$ cat config.mk
export PLATFORM = sky130hd
export DESIGN_NAME = opmode_clk_ctrl
export DESIGN_NICKNAME = d
export VERILOG_FILES = /design/src/rtl/opm_pkg.sv /design/src/rtl/opm_startup_timer.sv /design/src/rtl/opm_slow_div.sv /design/src/rtl/opm_mode_seq.sv /design/src/rtl/opmode_clk_ctrl.sv
export SDC_FILE = /design/constraint.sdc
export NUM_CORES = 1
export LEC_CHECK = 0
export ABC_AREA = 1
export CAP_MARGIN = 5
export CORE_MARGIN = 4
export CORE_UTILIZATION = 50
export CTS_CLUSTER_SIZE = 25
export DETAILED_ROUTE_END_ITERATION = 6
export GPL_ROUTABILITY_DRIVEN = 0
export PLACE_DENSITY = 0.79
export REMOVE_ABC_BUFFERS = 1
export SLEW_MARGIN = 40
export SYNTH_ARGS = -nofsm -noshare
export SYNTH_HDL_FRONTEND = slang
export SYNTH_HIERARCHICAL = 1
export SYNTH_SLANG_ARGS = --single-unit
$ cat constraint.sdc
create_clock -name clk -period 2.99 [get_ports clk]
set_clock_uncertainty 0.1 [all_clocks]
set_input_delay 0.598 -clock clk [delete_from_list [all_inputs] [get_ports clk]]
set_output_delay 0.598 -clock clk [all_outputs]
set_load 0.02 [all_outputs]
$ cat src/rtl/opm_pkg.sv
package opm_pkg;
   typedef enum logic [2:0] {
      MD_NORMAL = 3'd0,
      MD_SLOW0  = 3'd1,
      MD_SLOW1  = 3'd2,
      MD_IDLE   = 3'd3,
      MD_SLEEP  = 3'd4
   } opmode_e;

   typedef enum logic [1:0] {
      ST_RUN   = 2'd0,
      ST_IDLE  = 2'd1,
      ST_SLEEP = 2'd2
   } seq_state_e;
endpackage

$ cat src/rtl/opm_startup_timer.sv
module opm_startup_timer #(
   parameter int WAIT = 16
) (
   input  logic clk,
   input  logic rst_n,
   input  logic run,
   output logic ready
);
   localparam int CW = $clog2(WAIT + 1);
   localparam logic [CW-1:0] LIMIT = CW'(WAIT);

   logic [CW-1:0] cnt_q;

   always_ff @(posedge clk or negedge rst_n) begin
      if (!rst_n)               cnt_q <= '0;
      else if (!run)            cnt_q <= '0;
      else if (cnt_q != LIMIT)  cnt_q <= cnt_q + 1'b1;
   end

   assign ready = (cnt_q == LIMIT);


   rdy_clear_chk: assert property (@(posedge clk) disable iff (!rst_n)
      !run |=> !ready);
endmodule

$ cat src/rtl/opm_slow_div.sv
module opm_slow_div #(
   parameter int SEL_W = 3
) (
   input  logic             clk,
   input  logic             rst_n,
   input  logic [SEL_W-1:0] sel,
   input  logic             active,
   input  logic             slow_on,
   input  logic             losc_tick,
   output logic             tick
);
   localparam int NCODE = 2 ** SEL_W;
   localparam int CNT_W = NCODE - 2;

   logic [SEL_W-1:0] sel_q;
   logic [CNT_W-1:0] cnt_q;
   logic [NCODE-1:0] hit;
   logic             chg, use_losc, div_pulse;

   assign chg      = (sel != sel_q);
   assign use_losc = (sel < SEL_W'(2));

   always_ff @(posedge clk or negedge rst_n) begin
      if (!rst_n) begin
         sel_q <= '0;
         cnt_q <= '0;
      end else begin
         sel_q <= sel;
         if (chg || !active) cnt_q <= '0;
         else                cnt_q <= cnt_q + 1'b1;
      end
   end

   // codes 0 and 1 take the low oscillator; code c uses the low (NCODE-c) bits
   assign hit[1:0] = 2'b00;
   for (genvar c = 2; c < NCODE; c++) begin : g_code
      localparam int K = NCODE - c;
      assign hit[c] = &cnt_q[K-1:0];
   end

   assign div_pulse = slow_on && active && !use_losc && !chg && hit[sel];
   assign tick      = use_losc ? (slow_on && losc_tick) : div_pulse;


   div_tick_single_chk: assert property (@(posedge clk) disable iff (!rst_n)
      div_pulse |=> !div_pulse);
endmodule

$ cat src/rtl/opm_mode_seq.sv
module opm_mode_seq
   import opm_pkg::*;
(
   input  logic    clk,
   input  logic    rst_n,
   input  logic    halt_req,
   input  logic    wake,
   input  logic    fast_sel,
   input  logic    idle_en,
   input  logic    slow_lo,
   input  logic    hi_rdy,
   input  logic    lo_rdy,
   input  logic    cfg_fs_sub,
   input  logic    wdt_on,
   output opmode_e mode,
   output logic    en_main,
   output logic    en_slow,
   output logic    en_sys,
   output logic    en_cpu,
   output logic    en_fs,
   output logic    en_wdt
);
   seq_state_e st_q, st_d;
   opmode_e    run_mode;

   always_comb begin
      st_d = st_q;
      unique case (st_q)
         ST_RUN:   if (halt_req) st_d = idle_en ? ST_IDLE : ST_SLEEP;
         ST_IDLE,
         ST_SLEEP: if (wake) st_d = ST_RUN;
         default:  st_d = ST_RUN;
      endcase
   end

   always_ff @(posedge clk or negedge rst_n) begin
      if (!rst_n) st_q <= ST_RUN;
      else        st_q <= st_d;
   end

   always_comb begin
      if (fast_sel)     run_mode = MD_NORMAL;
      else if (slow_lo) run_mode = MD_SLOW0;
      else              run_mode = MD_SLOW1;
      unique case (st_q)
         ST_IDLE:  mode = MD_IDLE;
         ST_SLEEP: mode = MD_SLEEP;
         default:  mode = run_mode;
      endcase
   end

   always_comb begin
      en_main = 1'b0;
      en_slow = 1'b0;
      en_sys  = 1'b0;
      en_cpu  = 1'b0;
      en_fs   = 1'b0;
      en_wdt  = wdt_on;
      unique case (mode)
         MD_NORMAL, MD_SLOW1: begin
            en_main = 1'b1;
            en_slow = 1'b1;
            en_sys  = 1'b1;
            en_cpu  = hi_rdy;
            en_fs   = 1'b1;
         end
         MD_SLOW0: begin
            en_slow = 1'b1;
            en_sys  = 1'b1;
            en_cpu  = lo_rdy;
            en_fs   = 1'b1;
         end
         MD_IDLE:  en_fs = cfg_fs_sub;
         default:  en_fs = 1'b0;
      endcase
   end


   halt_idle_chk: assert property (@(posedge clk) disable iff (!rst_n)
      (st_q == ST_RUN && halt_req && idle_en) |=> (st_q == ST_IDLE));

   halt_sleep_chk: assert property (@(posedge clk) disable iff (!rst_n)
      (st_q == ST_RUN && halt_req && !idle_en) |=> (st_q == ST_SLEEP));

   wake_run_chk: assert property (@(posedge clk) disable iff (!rst_n)
      (st_q != ST_RUN && wake) |=> (st_q == ST_RUN));

   sleep_dark_chk: assert property (@(posedge clk) disable iff (!rst_n)
      (st_q == ST_SLEEP) |-> !(en_main || en_slow || en_sys || en_cpu || en_fs));
endmodule

$ cat src/rtl/opmode_clk_ctrl.sv
module opmode_clk_ctrl
   import opm_pkg::*;
#(
   parameter int SEL_W   = 3,
   parameter int HI_WAIT = 16,
   parameter int LO_WAIT = 8
) (
   input  logic               clk,
   input  logic               rst_n,
   input  logic               wr_en,
   input  logic [SEL_W+4:0]   wr_data,
   output logic [SEL_W+4:0]   rd_data,
   input  logic               halt_req,
   input  logic               wake,
   input  logic               losc_tick,
   input  logic               cfg_fs_sub,
   input  logic               cfg_wdt_on,
   input  logic               wdt_ctl_en,
   output logic               en_main,
   output logic               en_slow,
   output logic               en_sys,
   output logic               en_cpu,
   output logic               en_fs,
   output logic               en_wdt,
   output logic               slow_tick,
   output logic               bus_if_en,
   output logic [2:0]         mode
);
   localparam int B_FAST = SEL_W;
   localparam int B_IDLE = SEL_W + 1;
   localparam int B_BUS  = SEL_W + 2;
   localparam int B_HRDY = SEL_W + 3;
   localparam int B_LRDY = SEL_W + 4;

   if (SEL_W < 2 || SEL_W > 4) begin : g_bad_sel
      $error("SEL_W must be between 2 and 4");
   end
   if (HI_WAIT < 1 || LO_WAIT < 1) begin : g_bad_wait
      $error("start-up waits must be at least 1");
   end

   logic [SEL_W-1:0] sel_q;
   logic             fast_q, idle_q, bus_q;
   logic             hi_rdy, lo_rdy;
   opmode_e          mode_e;

   always_ff @(posedge clk or negedge rst_n) begin
      if (!rst_n) begin
         sel_q  <= '0;
         fast_q <= 1'b1;
         idle_q <= 1'b0;
         bus_q  <= 1'b0;
      end else if (wr_en) begin
         sel_q  <= wr_data[SEL_W-1:0];
         fast_q <= wr_data[B_FAST];
         idle_q <= wr_data[B_IDLE];
         bus_q  <= wr_data[B_BUS];
      end
   end

   assign rd_data   = {lo_rdy, hi_rdy, bus_q, idle_q, fast_q, sel_q};
   assign bus_if_en = bus_q;
   assign mode      = mode_e;

   opm_startup_timer #(.WAIT(HI_WAIT)) i_hi_timer (
      .clk   (clk),
      .rst_n (rst_n),
      .run   (en_main),
      .ready (hi_rdy)
   );

   opm_startup_timer #(.WAIT(LO_WAIT)) i_lo_timer (
      .clk   (clk),
      .rst_n (rst_n),
      .run   (1'b1),
      .ready (lo_rdy)
   );

   opm_mode_seq i_seq (
      .clk        (clk),
      .rst_n      (rst_n),
      .halt_req   (halt_req),
      .wake       (wake),
      .fast_sel   (fast_q),
      .idle_en    (idle_q),
      .slow_lo    (sel_q < SEL_W'(2)),
      .hi_rdy     (hi_rdy),
      .lo_rdy     (lo_rdy),
      .cfg_fs_sub (cfg_fs_sub),
      .wdt_on     (cfg_wdt_on && wdt_ctl_en),
      .mode       (mode_e),
      .en_main    (en_main),
      .en_slow    (en_slow),
      .en_sys     (en_sys),
      .en_cpu     (en_cpu),
      .en_fs      (en_fs),
      .en_wdt     (en_wdt)
   );

   opm_slow_div #(.SEL_W(SEL_W)) i_div (
      .clk       (clk),
      .rst_n     (rst_n),
      .sel       (sel_q),
      .active    (en_main),
      .slow_on   (en_slow),
      .losc_tick (losc_tick),
      .tick      (slow_tick)
   );


   cpu_needs_sys_chk: assert property (@(posedge clk) disable iff (!rst_n)
      en_cpu |-> en_sys);
endmodule

==> results_dict.tcl, run 1 <==
set metrics [dict create \
    antenna_found_initial 0 \
    tns_ps 0 \
    routed_wl_um 3086 \
    timing.final.crit_share 0.9346 \
    drtIter0Drc 44 \
    endpoint_kind "primary output" \
    first_global_vias 1386 \
    swShare 0.4411 \
    hold_path.class "reg -> reg" \
    drv_slew 0 \
    slowest_delay_ps 600 \
    row_count 20 \
    finalPower_mw 1.552 \
    crit_arrival_ps 2100 \
    maxSlewHeadroom 0.5305 \
    ys_ff_latch 26 \
    drive_above_1_share 0.1783 \
    place_area_mm2 0.002018 \
    io_pins 36 \
    numCtsBuffers 3 \
    die_y_um 64.82 \
    ir_drop_uv 495.2 \
    start_util 0.5244 \
    critPathKind "reg -> out" \
    clk-insertion-delay-late_ps 310 \
    fmax_mhz 357.8 \
    root_buffer "clkbuf_4" \
    final-setup-viol-count 0 \
    p_clk_frac 0.097 \
    drc 0 \
    finalHoldViolCount 0 \
    synthTopCellsByArea "dfrtp_1 (39%), nand2_1 (14%), ha_1 (8.5%), nand3_1 (6.2%), inv_1 (6.0%)" \
    final_design_area_no_fill_mm2 0.002072 \
    synthCells 213 \
    tightest_slew_ps 702.0 \
    grt.total_usage 0.1611 \
    layout_commonest_cell "nand2_1" \
    vias 1412 \
    synth_top_area_share 0.3876 \
    met3_usage 0.02946 \
    clk_path_buf_depth 2 \
    power_switching_uw 684.8 \
    global_route.usage.met2 0.2886 \
    worst_path_max_delay_cell "clkdlybuf4s50_1" \
    drtAntennaViolNets 0 \
    cp_max_fo 6 \
    clock-sinks 26 \
    grt.met1_usage 0.1949 \
    p_leak_nw 1.098 \
    cp.required_ps 2290 \
    worstPathCellList "inv_1 > ha_4 > inv_2 > o21ai_0 > o21ai_0 > inv_1 > clkdlybuf4s50_1" \
    post_synth.cell_area_avg_um2 7.578 \
    cts_hold_buf 0 \
    grt_max_degree 17 \
    synth.distinct_cells 23 \
    rsz0062_at_grt "false" \
    wl_per_cell_um 10.22 \
    grt_pass1_wl_um 5471 \
    cp_top_family "buffers and inverters" \
    max_cap_violations 0 \
    power.density_mw_per_mm2 749.3 \
    yosysSeqAreaShare 0.4039 \
    htree_num_levels 1 \
    seqPwrFrac 0.290 \
    overflow 0 \
    gr-max-usage-layer "met2" \
    hpwl_um 2368 \
    nNetsFinal 287 \
    core-area_mm2 0.003078 \
    min_period_ps 2795 \
    p_comb_frac 0.612 \
    internal-power_uw 867.7 \
    startpoint_type "flop" \
    area_growth_pct 28.37 \
    dr.pass1.iters 4 \
    cts.clk_slew.worst_paths_ps 130 \
    die_area_mm2 0.004201 \
    final_cell_mix "nand2_1 (61), clkdlybuf4s50_1 (27), inv_1 (26)" \
    io_buffers 33 \
    status "complete, no violations" \
    cp.buffers_inverters 4 \
    dieWidth_um 64.82 \
    cts_tree "done" \
    diodes 0 \
    vias_per_cell 4.675 \
    yosys_warnings 6 \
    syn_area_mm2 0.001614 \
    synth_top_cell_by_area "dfrtp_1" \
]
## power groups by stage
stage	clock network [mW]	logic (mW)	registers, mW
2_1_floorplan	0	0.555	0.465
3_3_place_gp	0	0.916	0.456
3_5_place_dp	0	0.926	0.459
4_1_cts	0.159	0.899	0.451
5_1_grt	0.172	1.05	0.460
6_report	0.151	0.950	0.451
## logic make-up (layout without fill, tap and decap cells)
| group | after synthesis | after routing | share of synthesized area |
|---|---|---|---|
| other | 1 | 6 | 0.002323 |
| buffers and inverters | 39 | 79 | 0.1070 |
| DFF | 26 | 26 | 0.4039 |
| AOI/OAI and AO/OA | 7 | 7 | 0.02635 |
| adders and majority gates | 11 | 11 | 0.08527 |
| and+or+nand+nor | 129 | 129 | 0.3752 |
## cell usage after synthesis
library cell	count
buf_4	7
nand2_2	11
and3_1	1
o22ai_2	1
nor2_2	6
inv_1	26
nor2_1	19
nand3_2	1
conb_1	1
nand4_1	3
or2_2	1
or2_1	2
dfrtp_1	25
dfstp_2	1
inv_2	6
nor2_4	2
nand2_1	61
ha_1	11
nor3_2	1
nand3_1	20
a21oi_1	1
o21ai_0	5
nor3b_2	1
## area by class of cell
cell class                      instances  area, um2
Fill cell                             281       1006
Multi-Input combinational cell        153      820.8
Sequential cell                        26      651.9
Timing Repair Buffer                   43      397.9
Inverter                               32      120.1
Tap cell                               44      55.05
Clock buffer                            4      26.28
## state kept, by name (all words and copies together) (netlist names)
register and flops:
i_hi_timer/cnt_q 5, fast_q 1, idle_q 1, i_div/cnt_q 6, i_lo_timer/cnt_q 4, sel_q 3
i_div/sel_q 3, bus_if_en 1, i_seq/st_q 2
## per-stage QoR
stage	hold slack (ps)	worst slack [ps]	util	instances
after floorplan	202.4	113.6	-	211
after global placement	375.0	108.1	0.6557	295
after detailed placement	377.3	83.34	0.6557	295
after CTS	401.8	23.80	0.6630	299
after global routing	426.5	7.770	0.6732	302
final	400.6	195.4	0.6732	302
## routing by layer
layer | vias up | part of all wire
li1 | 739 | -
met1 | 635 | 0.46
met2 | 34 | 0.48
met3 | 4 | 0.058
met4 | 0 | 0.0094
met5 | - | 0
## worst register-to-register path: stages, from the launching register on
cell     delay (ps)
dfrtp_1         400
inv_1           110
ha_4            300
inv_2            70
nand3_2          60
nand2_2          70
nor2_4          120
nand2_2          80
nor2_4          100
nand2_2          60
buf_4           160
nor3_2          160
## worst paths after layout
path / from / to / slack [ps] / depth (start not counted)
setup / recovery: i_seq/st_q[1] / mode[1] / 200 / 7
hold reg to reg: fast_q / fast_q / 400 / 2
min in group asynchronous: rst_n / idle_q / 590 / 1
hold / removal: fast_q / fast_q / 400 / 2
max in group asynchronous: rst_n / i_hi_timer/cnt_q[3] / 1580 / 2
setup reg to reg: i_seq/st_q[1] / i_div/cnt_q[5] / 1140 / 11
## what timing repair did
action,CTS,global route
resized for setup,7,3
setup buffers,0,3
pin swaps,0,1
endpoints found under the setup margin,5,6
Power figures use the tool's default switching activity.
==> inputs of run 2 (changes only) <==
- CORE_UTILIZATION: 50 -> 45
- PLACE_DENSITY: 0.79 -> 0.73
==> run 2 against run 1 <==
Effect of this change: cell area down 0.36%; setup slack better by 23 ps; cell count down 0.33%; wire length down 2.3%; maximum frequency up 0.83%; via count down 3.6%; clock-buffer cell count unchanged; clock power up 17%; sequential cell count unchanged; power down 0.85%.
==> results_dict.tcl, run 2 (synthesis gave the netlist of run 1 again) <==
set metrics [dict create \
    routed_wl_um 3014 \
    nNetsFinal 284 \
    overflow 0 \
    fin_util 0.6091 \
    io_buffers 33 \
    r2r_setup_slack_ps 1160 \
    drive_above_1_share 0.1725 \
    power.density_mw_per_mm2 745.6 \
    largest_reg_flops 6 \
    ir_drop_uv 532.9 \
    grt_pass1_wl_um 5520 \
    hpwl_um 2335 \
    numCtsBuffers 3 \
    cts_hold_buf 0 \
    timing.final.crit_share 0.9269 \
    layout_commonest_cell "nand2_1" \
    die_y_um 67.89 \
    rsz0062_at_grt "false" \
    diodes 0 \
    internal-power_uw 866.3 \
    vias 1361 \
    final_cell_mix "nand2_1 (61), clkdlybuf4s50_1 (27), inv_1 (26)" \
    core-area_mm2 0.003390 \
    first_global_vias 1385 \
    htree_num_levels 1 \
    dieWidth_um 67.89 \
    cp-startpoint "i_seq/st_q[1]" \
    power_switching_uw 673.0 \
    wl_per_cell_um 10.01 \
    root_buffer "clkbuf_4" \
    cts.clk_slew.worst_paths_ps 130 \
    drtIter0Drc 120 \
    p_clk_frac 0.114 \
    p_comb_frac 0.592 \
    cp_max_fo 6 \
    area_growth_pct 27.91 \
    drv_slew 0 \
    crit_arrival_ps 2070 \
    grt_max_degree 27 \
    clock-sinks 26 \
    reg.largest.list "i_div/cnt_q x6, i_hi_timer/cnt_q x5, i_lo_timer/cnt_q x4" \
    cp.required_ps 2290 \
    clk-insertion-delay-late_ps 320 \
    drtAntennaViolNets 0 \
    finalPower_mw 1.539 \
    startpoint_type "flop" \
    drc 0 \
    cts_tree "done" \
    fmax_mhz 360.8 \
    hold_start "i_div/cnt_q[0]" \
    final-setup-viol-count 0 \
    swShare 0.4372 \
    die_area_mm2 0.004609 \
    io_pins 36 \
    cts_setup_buffers 0 \
    start_util 0.4762 \
    dr.pass1.iters 4 \
    multi_input_area_um2 820.8 \
    min_period_ps 2772 \
    fin_ws_ps 218.4 \
    top_register "i_div/cnt_q" \
    place_ws_ps 66.47 \
    tns_ps 0 \
    r2r-start "i_seq/st_q[1]" \
    finalHoldViolCount 0 \
    endpoint_kind "primary output" \
    ff_latch_area_um2 651.9 \
    status "complete, no violations" \
    critPathKind "reg -> out" \
    antenna_found_initial 0 \
    clk_path_buf_depth 2 \
    hold_path.class "reg -> reg" \
    max_cap_violations 0 \
    p_leak_nw 1.088 \
    seqPwrFrac 0.294 \
    fillers 316 \
    row_count 21 \
    grt.total_usage 0.1542 \
    vias_per_cell 4.522 \
]
==> run 2: changes by cell type in the layout (fill, tap and decap cells not counted), sizes merged <==
cell	previous run	this run
buf	11	8
==> run 2: path summary, 6_finish.rpt <==
kind	depth (start not counted)	endpoint
hold reg to reg	1	i_div/cnt_q[0]
setup / recovery	13	slow_tick
min in group asynchronous	2	i_hi_timer/cnt_q[2]
max in group asynchronous	2	fast_q
setup reg to reg	11	i_div/cnt_q[5]
hold / removal	1	i_div/cnt_q[0]
==> run 2: cell type report <==
cell class	instances	area share
multi-input cells	153	0.3976
flip-flops and latches	26	0.3158
repair buffers	40	0.1830
inverters	32	0.05818
well taps	46	0.02788
clock buffers	4	0.01758
==> run 2: timing repair <==
item                                   in CTS  in global routing
endpoints found under the hold margin       0                  0
setup endpoints to repair                   5                  6
gates resized for setup                     7                  4
==> run 2: through the flow <==
stage               instance area, um2  hold slack [ps]  std cells
CTS                               2053            402.0        301
floorplan                         1580            202.4        211
global route                      2064            417.3        301
finish                            2064            396.7        301
detailed placement                2021            374.2        297
global placement                  2021            374.2        297
==> run 2: power groups by stage <==
stage | Clock (mW) | Sequential [mW] | Combinational [mW]
global route | 0.198 | 0.461 | 1.01
CTS | 0.186 | 0.452 | 0.899
global placement | 0 | 0.457 | 0.919
detailed placement | 0 | 0.459 | 0.927
finish | 0.176 | 0.453 | 0.911
floorplan | 0 | 0.465 | 0.555
==> run 2: critical path, cell delays in order (launching register included) <==
cell and delay [ps]:
dfrtp_1 390, inv_1 100, ha_4 300, inv_2 70, nand2_1 70, nand3_1 70
nor2_2 140, nor2_2 50, inv_1 70, o21ai_0 100, nor2_2 110, nand3_1 80
nand2_1 70, buf_4 130
==> run 2: metal layers <==
layer / track usage / share of wire / up-vias
li1: - / - / 730
met1: 0.1957 / 0.48 / 603
met2: 0.2625 / 0.46 / 26
met3: 0.02463 / 0.050 / 2
met4: 0.05955 / 0.0090 / 0
met5: 0 / 0 / -
